==> config.mk <==
export PLATFORM = sky130hd
export DESIGN_NAME = sdr_bank_seq
export DESIGN_NICKNAME = d
export VERILOG_FILES = /design/src/rtl/sdr_seq_pkg.sv /design/src/rtl/sdr_rst_sync.sv /design/src/rtl/sdr_wrdrv.sv /design/src/rtl/sdr_rdcap.sv /design/src/rtl/sdr_bank_seq.sv
export SDC_FILE = /design/constraint.sdc
export NUM_CORES = 1
export LEC_CHECK = 0
export BUFFER_PORTS_ARGS = -buffer_cell sky130_fd_sc_hd__buf_2
export CORE_MARGIN = 8
export CORE_UTILIZATION = 52
export DETAILED_ROUTE_END_ITERATION = 7
export GPL_TIMING_DRIVEN = 0
export PLACE_DENSITY = 0.77
export SLEW_MARGIN = 25
export SYNTH_ARGS = -nofsm -noshare
export SYNTH_HDL_FRONTEND = slang
export SYNTH_SLANG_ARGS = --single-unit
==> constraint.sdc <==
create_clock -name clk -period 5.9 [get_ports clk]
set_clock_uncertainty 0.2 [all_clocks]
set_input_delay 0.59 -clock clk [delete_from_list [all_inputs] [get_ports clk]]
set_output_delay 0.59 -clock clk [all_outputs]
set_load 0.02 [all_outputs]
==> src/rtl/sdr_seq_pkg.sv <==
package sdr_seq_pkg;
  // {cs_n, ras_n, cas_n, we_n}
  typedef enum logic [3:0] {
    CMD_NOP = 4'b0111,
    CMD_ACT = 4'b0011,
    CMD_RD  = 4'b0101,
    CMD_WR  = 4'b0100,
    CMD_PRE = 4'b0010
  } sdr_cmd_e;

  typedef enum logic [1:0] {
    ST_IDLE,
    ST_RCD,
    ST_RD,
    ST_WR
  } seq_st_e;
endpackage

==> src/rtl/sdr_rst_sync.sv <==
module sdr_rst_sync (
  input  logic clk,
  input  logic rst_n,
  output logic rst_sync_n
);
  logic [1:0] sh_q;

  always_ff @(posedge clk or negedge rst_n) begin
    if (!rst_n) sh_q <= 2'b00;
    else        sh_q <= {sh_q[0], 1'b1};
  end

  assign rst_sync_n = sh_q[1];
endmodule

==> src/rtl/sdr_wrdrv.sv <==
module sdr_wrdrv #(
  parameter int DW = 16,
  parameter int BL = 4
) (
  input  logic            clk,
  input  logic            rst_n,
  input  logic            cap,
  input  logic [BL*DW-1:0] cap_data,
  input  logic            go,
  output logic [DW-1:0]   dq_o,
  output logic            dq_oe
);
  localparam int CW = $clog2(BL + 1);

  logic [BL*DW-1:0] sh_q, sh_d;
  logic [CW-1:0]    left_q, left_d;
  logic             sh_en;

  always_comb begin
    sh_d   = sh_q;
    left_d = left_q;
    sh_en  = 1'b0;
    if (cap) begin
      sh_d  = cap_data;
      sh_en = 1'b1;
    end else if (go) begin
      left_d = CW'(BL);
    end else if (left_q != '0) begin
      sh_d   = sh_q >> DW;
      sh_en  = 1'b1;
      left_d = left_q - 1'b1;
    end
  end

  always_ff @(posedge clk or negedge rst_n) begin
    if (!rst_n) begin
      sh_q   <= '0;
      left_q <= '0;
    end else begin
      if (sh_en) sh_q <= sh_d;
      left_q <= left_d;
    end
  end

  assign dq_o  = sh_q[DW-1:0];
  assign dq_oe = (left_q != '0);

  // a new burst only starts on an idle driver
  p_go_idle_r6: assert property (@(posedge clk) disable iff (!rst_n)
    go |-> (left_q == '0));
  p_cap_not_busy_r6: assert property (@(posedge clk) disable iff (!rst_n)
    cap |-> !dq_oe);
endmodule

==> src/rtl/sdr_rdcap.sv <==
module sdr_rdcap #(
  parameter int DW = 16,
  parameter int CL = 3,
  parameter int BL = 4
) (
  input  logic                     clk,
  input  logic                     rst_n,
  input  logic                     start,
  input  logic [$clog2(BL+1)-1:0]  words,
  input  logic [DW-1:0]            dq_i,
  output logic                     rd_valid,
  output logic [DW-1:0]            rd_data,
  output logic                     busy
);
  localparam int DLW = $clog2(CL + 1);
  localparam int NW  = $clog2(BL + 1);

  logic [DLW-1:0] dly_q, dly_d;
  logic [NW-1:0]  num_q, num_d;
  logic           cap;
  logic           rv_q;
  logic [DW-1:0]  rdat_q;

  assign cap = (dly_q == '0) && (num_q != '0);

  always_comb begin
    dly_d = dly_q;
    num_d = num_q;
    if (start) begin
      dly_d = DLW'(CL);
      num_d = words;
    end else begin
      if (dly_q != '0) dly_d = dly_q - 1'b1;
      if (cap)         num_d = num_q - 1'b1;
    end
  end

  always_ff @(posedge clk or negedge rst_n) begin
    if (!rst_n) begin
      dly_q  <= '0;
      num_q  <= '0;
      rv_q   <= 1'b0;
      rdat_q <= '0;
    end else begin
      dly_q <= dly_d;
      num_q <= num_d;
      rv_q  <= cap;
      if (cap) rdat_q <= dq_i;
    end
  end

  assign rd_valid = rv_q;
  assign rd_data  = rdat_q;
  assign busy     = (num_q != '0);

  p_start_idle_r4: assert property (@(posedge clk) disable iff (!rst_n)
    start |-> !busy);
  p_start_words_r5: assert property (@(posedge clk) disable iff (!rst_n)
    start |-> (words != '0) && (words <= NW'(BL)));
endmodule

==> src/rtl/sdr_bank_seq.sv <==
module sdr_bank_seq
  import sdr_seq_pkg::*;
#(
  parameter int DW     = 16,
  parameter int AW     = 13,
  parameter int COL_W  = 9,
  parameter int BA_W   = 2,
  parameter int BANK   = 0,
  parameter int AP_BIT = 10,
  parameter int BL     = 4,
  parameter int CL     = 3,
  parameter int TRCD   = 2,
  parameter int TRC    = 8,
  parameter int TRDL   = 2
) (
  input  logic                     clk,
  input  logic                     rst_n,
  input  logic                     req_valid,
  output logic                     req_ready,
  input  logic                     req_write,
  input  logic [AW-1:0]            req_row,
  input  logic [COL_W-1:0]         req_col,
  input  logic [$clog2(BL+1)-1:0]  req_rd_len,
  input  logic [BL*DW-1:0]         req_wdata,
  output logic                     rd_valid,
  output logic [DW-1:0]            rd_data,
  output logic                     sd_cs_n,
  output logic                     sd_ras_n,
  output logic                     sd_cas_n,
  output logic                     sd_we_n,
  output logic [BA_W-1:0]          sd_ba,
  output logic [AW-1:0]            sd_addr,
  output logic                     sd_dqm,
  output logic [DW-1:0]            sd_dq_o,
  output logic                     sd_dq_oe,
  input  logic [DW-1:0]            sd_dq_i
);
  localparam int LEN_W    = $clog2(BL + 1);
  localparam int WAIT_MAX = (BL + TRDL > TRCD) ? (BL + TRDL) : TRCD;
  localparam int CW       = $clog2(WAIT_MAX + 1);
  localparam int RCW      = $clog2(TRC + 1);
  localparam int SW       = $clog2(TRC + TRCD + 2);

  logic rst_s_n;

  sdr_rst_sync u_rst (
    .clk        (clk),
    .rst_n      (rst_n),
    .rst_sync_n (rst_s_n)
  );

  seq_st_e          st_q, st_d;
  sdr_cmd_e         cmd_q, cmd_d;
  logic [CW-1:0]    cnt_q, cnt_d;
  logic [RCW-1:0]   rc_q, rc_d;
  logic [AW-1:0]    addr_q, addr_d;
  logic [COL_W-1:0] col_q, col_d;
  logic             wr_q, wr_d;
  logic [LEN_W-1:0] len_q, len_d;
  logic [LEN_W-1:0] eff_len;
  logic [AW-1:0]    col_addr;
  logic             accept;
  logic             rd_go, wr_go;
  logic             rd_busy;

  assign req_ready = (st_q == ST_IDLE) && (rc_q == '0) && !rd_busy;
  assign accept    = req_valid && req_ready;

  always_comb begin
    eff_len = req_rd_len;
    if (req_rd_len == '0 || req_rd_len >= LEN_W'(BL)) eff_len = LEN_W'(BL);
  end

  always_comb begin
    col_addr              = '0;
    col_addr[COL_W-1:0]   = col_q;
    col_addr[AP_BIT]      = 1'b0;
  end

  // next-state process
  always_comb begin
    st_d   = st_q;
    cmd_d  = CMD_NOP;
    cnt_d  = cnt_q;
    addr_d = addr_q;
    col_d  = col_q;
    wr_d   = wr_q;
    len_d  = len_q;
    rc_d   = (rc_q != '0) ? rc_q - 1'b1 : rc_q;
    rd_go  = 1'b0;
    wr_go  = 1'b0;
    unique case (st_q)
      ST_IDLE: begin
        if (accept) begin
          cmd_d  = CMD_ACT;
          addr_d = req_row;
          rc_d   = RCW'(TRC - 1);
          cnt_d  = CW'(TRCD - 1);
          col_d  = req_col;
          wr_d   = req_write;
          len_d  = eff_len;
          st_d   = ST_RCD;
        end
      end
      ST_RCD: begin
        if (cnt_q == '0) begin
          addr_d = col_addr;
          if (wr_q) begin
            cmd_d = CMD_WR;
            cnt_d = CW'(BL + TRDL - 2);
            wr_go = 1'b1;
            st_d  = ST_WR;
          end else begin
            cmd_d = CMD_RD;
            cnt_d = CW'(len_q) - CW'(1);
            rd_go = 1'b1;
            st_d  = ST_RD;
          end
        end else begin
          cnt_d = cnt_q - 1'b1;
        end
      end
      ST_RD, ST_WR: begin
        if (cnt_q == '0) begin
          cmd_d  = CMD_PRE;
          addr_d = '0;
          st_d   = ST_IDLE;
        end else begin
          cnt_d = cnt_q - 1'b1;
        end
      end
      default: st_d = ST_IDLE;
    endcase
  end

  // register process
  always_ff @(posedge clk or negedge rst_s_n) begin
    if (!rst_s_n) begin
      st_q   <= ST_IDLE;
      cmd_q  <= CMD_NOP;
      cnt_q  <= '0;
      rc_q   <= '0;
      addr_q <= '0;
      col_q  <= '0;
      wr_q   <= 1'b0;
      len_q  <= '0;
    end else begin
      st_q   <= st_d;
      cmd_q  <= cmd_d;
      cnt_q  <= cnt_d;
      rc_q   <= rc_d;
      addr_q <= addr_d;
      if (accept) begin
        col_q <= col_d;
        wr_q  <= wr_d;
        len_q <= len_d;
      end
    end
  end

  sdr_wrdrv #(.DW(DW), .BL(BL)) u_wr (
    .clk      (clk),
    .rst_n    (rst_s_n),
    .cap      (accept && req_write),
    .cap_data (req_wdata),
    .go       (wr_go),
    .dq_o     (sd_dq_o),
    .dq_oe    (sd_dq_oe)
  );

  sdr_rdcap #(.DW(DW), .CL(CL), .BL(BL)) u_rd (
    .clk      (clk),
    .rst_n    (rst_s_n),
    .start    (rd_go),
    .words    (len_q),
    .dq_i     (sd_dq_i),
    .rd_valid (rd_valid),
    .rd_data  (rd_data),
    .busy     (rd_busy)
  );

  assign {sd_cs_n, sd_ras_n, sd_cas_n, sd_we_n} = cmd_q;
  assign sd_ba   = BA_W'(BANK);
  assign sd_addr = addr_q;
  assign sd_dqm  = !((st_q == ST_RD) || sd_dq_oe);

  // checker: cycles since the last activate on the pins, saturating
  logic [SW-1:0] since_q;
  always_ff @(posedge clk or negedge rst_s_n) begin
    if (!rst_s_n)                since_q <= '1;
    else if (cmd_q == CMD_ACT)   since_q <= SW'(1);
    else if (since_q != '1)      since_q <= since_q + 1'b1;
  end

  p_act_after_accept_r2: assert property (@(posedge clk) disable iff (!rst_s_n)
    accept |=> (cmd_q == CMD_ACT));
  p_rcd_r2: assert property (@(posedge clk) disable iff (!rst_s_n)
    (cmd_q == CMD_RD || cmd_q == CMD_WR) |-> (since_q == SW'(TRCD)));
  p_trc_r3: assert property (@(posedge clk) disable iff (!rst_s_n)
    (cmd_q == CMD_ACT) |-> (since_q >= SW'(TRC)));
  p_ready_drop_r3: assert property (@(posedge clk) disable iff (!rst_s_n)
    accept |=> !req_ready);
  p_rdl_r7: assert property (@(posedge clk) disable iff (!rst_s_n)
    (cmd_q == CMD_PRE) |-> !sd_dq_oe);
  p_a10_r8: assert property (@(posedge clk) disable iff (!rst_s_n)
    (cmd_q == CMD_RD || cmd_q == CMD_WR || cmd_q == CMD_PRE) |-> !sd_addr[AP_BIT]);
  p_dqm_wr_r9: assert property (@(posedge clk) disable iff (!rst_s_n)
    sd_dq_oe |-> !sd_dqm);
endmodule

After elaboration in Yosys (flattened, before gate mapping)
Cells that the tools add are included.
{ "totals": {"inputBits": 109, "output_inout_bits": 55, "register_bits": 130} }
{ "op_classes": {"n_mux": 41, "bitwise": 1, "n_reduce_logical": 28, "order_cmp": 1, "addsub": 6, "n_eq_ne": 8} }
{ "op_table": {"columns": ["operator", "count"], "rows": [
  ["two-way mux 64 bit", 3],
  ["two-way mux 13 bit", 3],
  ["case mux 13 bit (3 select lines)", 1],
  ["two-way mux 3 bit", 11],
  ["two-way mux 2 bit", 6],
  ["two-way mux 4 bit", 3],
  ["case mux 4 bit (3 select lines)", 1],
  ["subtractor 3 x 1 -> 3 bit (second input constant)", 4],
  ["two-way mux 1 bit", 11],
  ["nonzero test 2 bit", 5],
  ["case mux 3 bit (3 select lines)", 1],
  ["inequality test 2 bit (second input constant)", 4],
  ["logical NOT 3 bit", 2],
  ["case mux 2 bit (3 select lines)", 1],
  ["AND reduction 2 bit", 3],
  ["AND reduction 3 bit", 2],
  ["nonzero test 3 bit", 2],
  ["logical AND 1 bit", 5],
  ["equality test 2 bit (second input constant)", 2],
  ["logical NOT 2 bit", 2],
  ["logical NOT 4 bit", 1],
  ["nonzero test 4 bit", 1],
  ["subtractor 4 x 1 -> 4 bit (second input constant)", 1],
  ["greater-or-equal comparator 3 bit (second input constant)", 1],
  ["other kinds (7)", 9]
]} }

Logic depth before layout (Yosys ltp)
{ "depth": {"depth_word": 7, "ltp_mapped": 10, "mapped_depth_nobuf": 7} }

Hierarchy
Synthesis repeated with hierarchy kept, for this count alone.
{ "unflattened": {"cells_unflattened": 601, "area_unflattened_um2": 6268.5} }
{ "by_module_without_submodules": {"columns": ["module", "cells_each", "area_each_um2", "instances"], "rows": [
  ["sdr_wrdrv", 360, 3480.8, 1],
  ["sdr_bank_seq", 172, 1765.4, 1],
  ["sdr_rdcap", 66, 968.4, 1],
  ["sdr_rst_sync", 3, 53.8, 1]
]} }

Worst setup path after synthesis
No wires, ideal clock.
{ "synth_path": {"kind": "reg-to-reg", "from": "register cnt_q[0]", "to": "register u_wr.sh_q[22]", "period_less_slack_ps": 2073, "path_buffers": 3, "setup_slack_ps": 3827, "t_arrival_ps": 1741, "path_stages_with_launch": 11, "cell_sequence": "dfrtp_1 > inv_1 > ha_1 > ha_1 > and4b_1 > nand2b_1 > buf_4 > buf_12 > buf_12 > mux2i_1 > o21ai_1"} }
{ "synth_via": {"elab_chain_len": 6, "elab_cells_between_ends": 7, "classes_between": "eq/ne (1); mux (4); reduce/logical (2)"} }
{ "synth_rtl": {"columns": ["item", "line_no", "text"], "rows": [
  ["from (decl)", "sdr_bank_seq.sv:54", "logic [CW-1:0] cnt_q, cnt_d;"],
  ["from (signal assigned)", "sdr_bank_seq.sv:150", "cnt_q <= cnt_d;"],
  ["logical NOT 3 bit (*)", "sdr_bank_seq.sv:106", "if (cnt_q == '0) begin"],
  ["two-way mux 1 bit (*)", "sdr_bank_seq.sv:106", null],
  ["two-way mux 1 bit (*)", "sdr_bank_seq.sv:92", "unique case (st_q)"],
  ["two-way mux 1 bit", "sdr_wrdrv.sv:26", "end else if (go) begin"],
  ["two-way mux 1 bit", "sdr_wrdrv.sv:23", "if (cap) begin"],
  ["AND reduction 3 bit (no line) (*)", null, null],
  ["to (signal assigned)", "sdr_wrdrv.sv:37", "sh_q <= '0;"],
  ["to (signal assigned)", "sdr_wrdrv.sv:40", "if (sh_en) sh_q <= sh_d;"],
  ["to (decl)", "sdr_wrdrv.sv:15", "logic [BL*DW-1:0] sh_q, sh_d;"]
]} }
Mark *: on every way between the ends. The rest lies on a longest branch, timed or not.
A chain may end at the register's enable or synchronous reset.

Worst setup path after layout
{ "layout_path": {"from": "register rc_q[0]", "to": "output port req_ready"} }
{ "layout_via": {"elab_chain_len": 3} }
{ "layout_rtl": {"columns": ["item", "line_no", "text"], "rows": [
  ["from (decl)", "sdr_bank_seq.sv:55", "logic [RCW-1:0] rc_q, rc_d;"],
  ["from (signal assigned)", "sdr_bank_seq.sv:151", "rc_q <= rc_d;"],
  ["logical NOT 4 bit", "sdr_bank_seq.sv:66", "assign req_ready = (st_q == ST_IDLE) && (rc_q == '0) && !rd_busy;"],
  ["logical AND 1 bit (2 in series)", "sdr_bank_seq.sv:66", null],
  ["to (decl)", "sdr_bank_seq.sv:19", "output logic req_ready,"]
]} }
No other way between the ends.

==> results.toml <==
[cts]
clkSlewWorstSetupHoldPaths_ps = 60
htreeDepth = 4
insertion_delay_ps = 420
cts.sinks = 129
cts_made_buffers = 17
post_cts_resized = 0
cts_buffer_depth = 2
cts_tree = "done"
clockRootBuffer = "clkbuf_16"

[worst_setup_path]
cp-start-kind = "flip-flop"
critPathMaxFanout = 7
endpoint_kind = "primary output"
worst_r2r_path_depth = 8
required_ps = 5110
startpoint = "rc_q[0]"
reg2reg_from = "rc_q[0]"
crit_buf_inv = 2
crit_type = "flip-flop to primary output"
crit_chain = "inv_1 > ha_1 > nor3b_4 > and3_1 > buf_2"
crit_slowest_cell = "dfrtp_1"
critPathTopFamily = "simple AND/OR/NAND/NOR gates"
regToRegSetupSlack_ps = 3530
cp.arrival_ps = 1820
crit_path_max_incr_delay_ps = 370
timing.rr.end = "u_wr.sh_q[55]"

[route]
finalWirelength_mm = 14.5
viasPerCell = 5.16
route.detailed.drc = 0
post_drt_wl_per_cell_um = 16.0
drt_iter0_drc = 304
vias = 4671
drt-pass1-iter-count = 5
ant_nets = 0

[synth]
synth_flop_cell = "dfrtp_1"
synth_common_cells = "131 x nand2_1, 126 x dfrtp_1, 58 x mux2i_1"
yosys-top-cells-area = "dfrtp_1 53%, mux2i_1 9.8%, nand2_1 8.3%, mux2_2 3.2%, o21ai_0 3.1%"
ys_types = 44
netlist_area_um2 = 5940
seq_area_frac_synth_pct = 54.4
synth_top_area_share_pct = 53.1
yosysMostFrequentCell = "nand2_1"
syn_inst = 566
synth.avg_cell_area_um2 = 10.5
ys_ff_latch = 129
synth_top_area_cell = "dfrtp_1"
synthArstFlopShare_pct = 100
synth_edf_count = 0
yosys_warnings = 0

[sta]
hold_viol = 0
finalSetupViolCount = 0
drv_slew = 0
timing.fmax_ghz = 0.383
setup-tns-final_ps = 0
max_slew.worst_pin.slew_ps = 707
maxSlewHeadroom_pct = 52.9
period_minus_slack_ps = 2610
period_share_pct = 44.3
grt_setup_unrepaired = "false"

[die]
die-area_um2 = 15100
rows = 39
coreArea_um2 = 11300
die_width_um = 123
dieHeight_um = 123
io_pins = 164
start_util_pct = 52.7

[power_and_ir_drop]
ir_drop_v = 0.000308
total_power_mw = 3.49
power-per-cell-area_nw_per_um2 = 460
p_leak_nw = 3.90

[placement]
placedCellCount = 873
hpwlAfterDp_mm = 11.2
io_buffers = 160
gp_congestion = 0.845
place_area_um2 = 6980

[finish]
area_growth_pct = 27.9
drive_above_1_share_pct = 34.3
antenna_cells = 0
nNetsFinal = 868
stdcell_area_um2 = 7590
finalNonFillerCells = 906

[global_routing]
grt_pass1_wl_mm = 23.6
antenna_found_initial = 0
grt_max_degree = 46
grt_pass1_vias = 4965
grt_overflow_total = 0
grt.total_usage_pct = 19.9

[outcome]
status = "finished clean"

[worst_hold_path]
hp-class = "flip-flop to async pin"

[flow_run]
drv_cap = 0
power breakdown:
part           total, mW  internal, mW  switching, mW
clock               1.07         0.668          0.405
sequential          1.23          1.10          0.127
combinational       1.19         0.535          0.656
total               3.49          2.30           1.19
kinds of logic (layout without fill, tap and decap cells):
logic type                 Yosys count  after routing  synth area share (%)
AOI/OAI and AO/OA                   93             93                  8.56
muxes                               75             75                  13.0
and+or+nand+nor                    184            184                  13.7
adders and majority gates            9              9                  1.90
other                                2              4                 0.126
DFF                                129            129                  54.4
xor gates and xnor gates             5              5                 0.738
buffers and inverters               69            264                  7.54
layout by cell type (no fill, tap or decap), types with 2 or more instances in the layout:
cell,synthesis,routed
a21o_1,3,3
a21oi_1,9,9
a22o_1,4,4
and4_1,2,2
buf_12,4,5
buf_2,14,174
buf_4,24,24
buf_6,2,2
bufinv_16,0,3
clkbuf_1,8,8
clkbuf_16,0,17
clkinv_2,0,2
clkinv_4,0,2
clkinvlp_4,0,4
conb_1,2,4
dfrtp_1,126,125
dfstp_2,3,3
ha_1,9,9
inv_1,16,16
inv_6,0,4
mux2_2,17,17
mux2i_1,58,58
nand2_1,131,131
nand2b_1,4,4
nand3_1,18,18
nand3b_1,5,5
nand4_1,2,2
nor2_1,6,6
nor3_1,5,5
o21ai_0,37,37
o21ai_1,33,33
o31ai_1,2,2
or3_1,2,2
xnor2_1,2,2
xor2_1,3,3
worst max-delay path by stage:
stage | depth (start not counted) | to | slack [ps]
after CTS | 5 | req_ready | 3270
after floorplan | 0 | cnt_q[0] | 1850
final | 5 | req_ready | 3290
after detailed placement | 7 | u_wr.sh_q[55] | 3530
after global routing | 5 | req_ready | 3150
after global placement | 0 | col_q[3] | 580
layout make-up:
type | count | area (um2)
fill | 876 | 3680
sequential | 129 | 3240
multi-input combinational | 370 | 2260
timing repair buffer | 163 | 858
clock buffer | 17 | 425
buffer | 53 | 388
clock inverter | 15 | 183
tap | 143 | 179
inverter | 16 | 60.1
registers in the layout, indices dropped and copies added (netlist names):
name           cells
col_q              9
sd_addr           13
u_rd.num_q         3
cnt_q              3
rc_q               4
cmd_q              3
wr_q               1
st_q               2
u_wr.sh_q         64
u_rd.rd_valid      1
u_wr.left_q        3
u_rst.sh_q         2
u_rd.rd_data      16
len_q              3
u_rd.dly_q         2
stage by stage:
step / util (%) / hold slack (ps) / setup slack, ps
2_1_floorplan: - / 94.4 / 1850
3_5_place_dp: 61.9 / 145 / 3530
6_report: 67.4 / 132 / 3290
5_1_grt: 67.4 / 170 / 3150
4_1_cts: 67.4 / 151 / 3270
3_3_place_gp: 61.4 / 139 / 580
repair_timing:
| action | CTS | global route |
|---|---|---|
| hold buffers | 1 | 0 |
| endpoints found under the hold margin | 2 | 0 |
| setup buffers | 0 | 0 |
layer usage:
| layer | vias to the layer above | global-route usage, % | part of all wire (%) |
|---|---|---|---|
| met2 | 160 | 34.7 | 51 |
| met1 | 2224 | 23.2 | 40 |
| met3 | 26 | 5.24 | 7.6 |
| met5 | - | 0 | 0 |
| li1 | 2261 | - | - |
| met4 | 0 | 7.08 | 1.6 |
(Power assumes the default switching activity.)
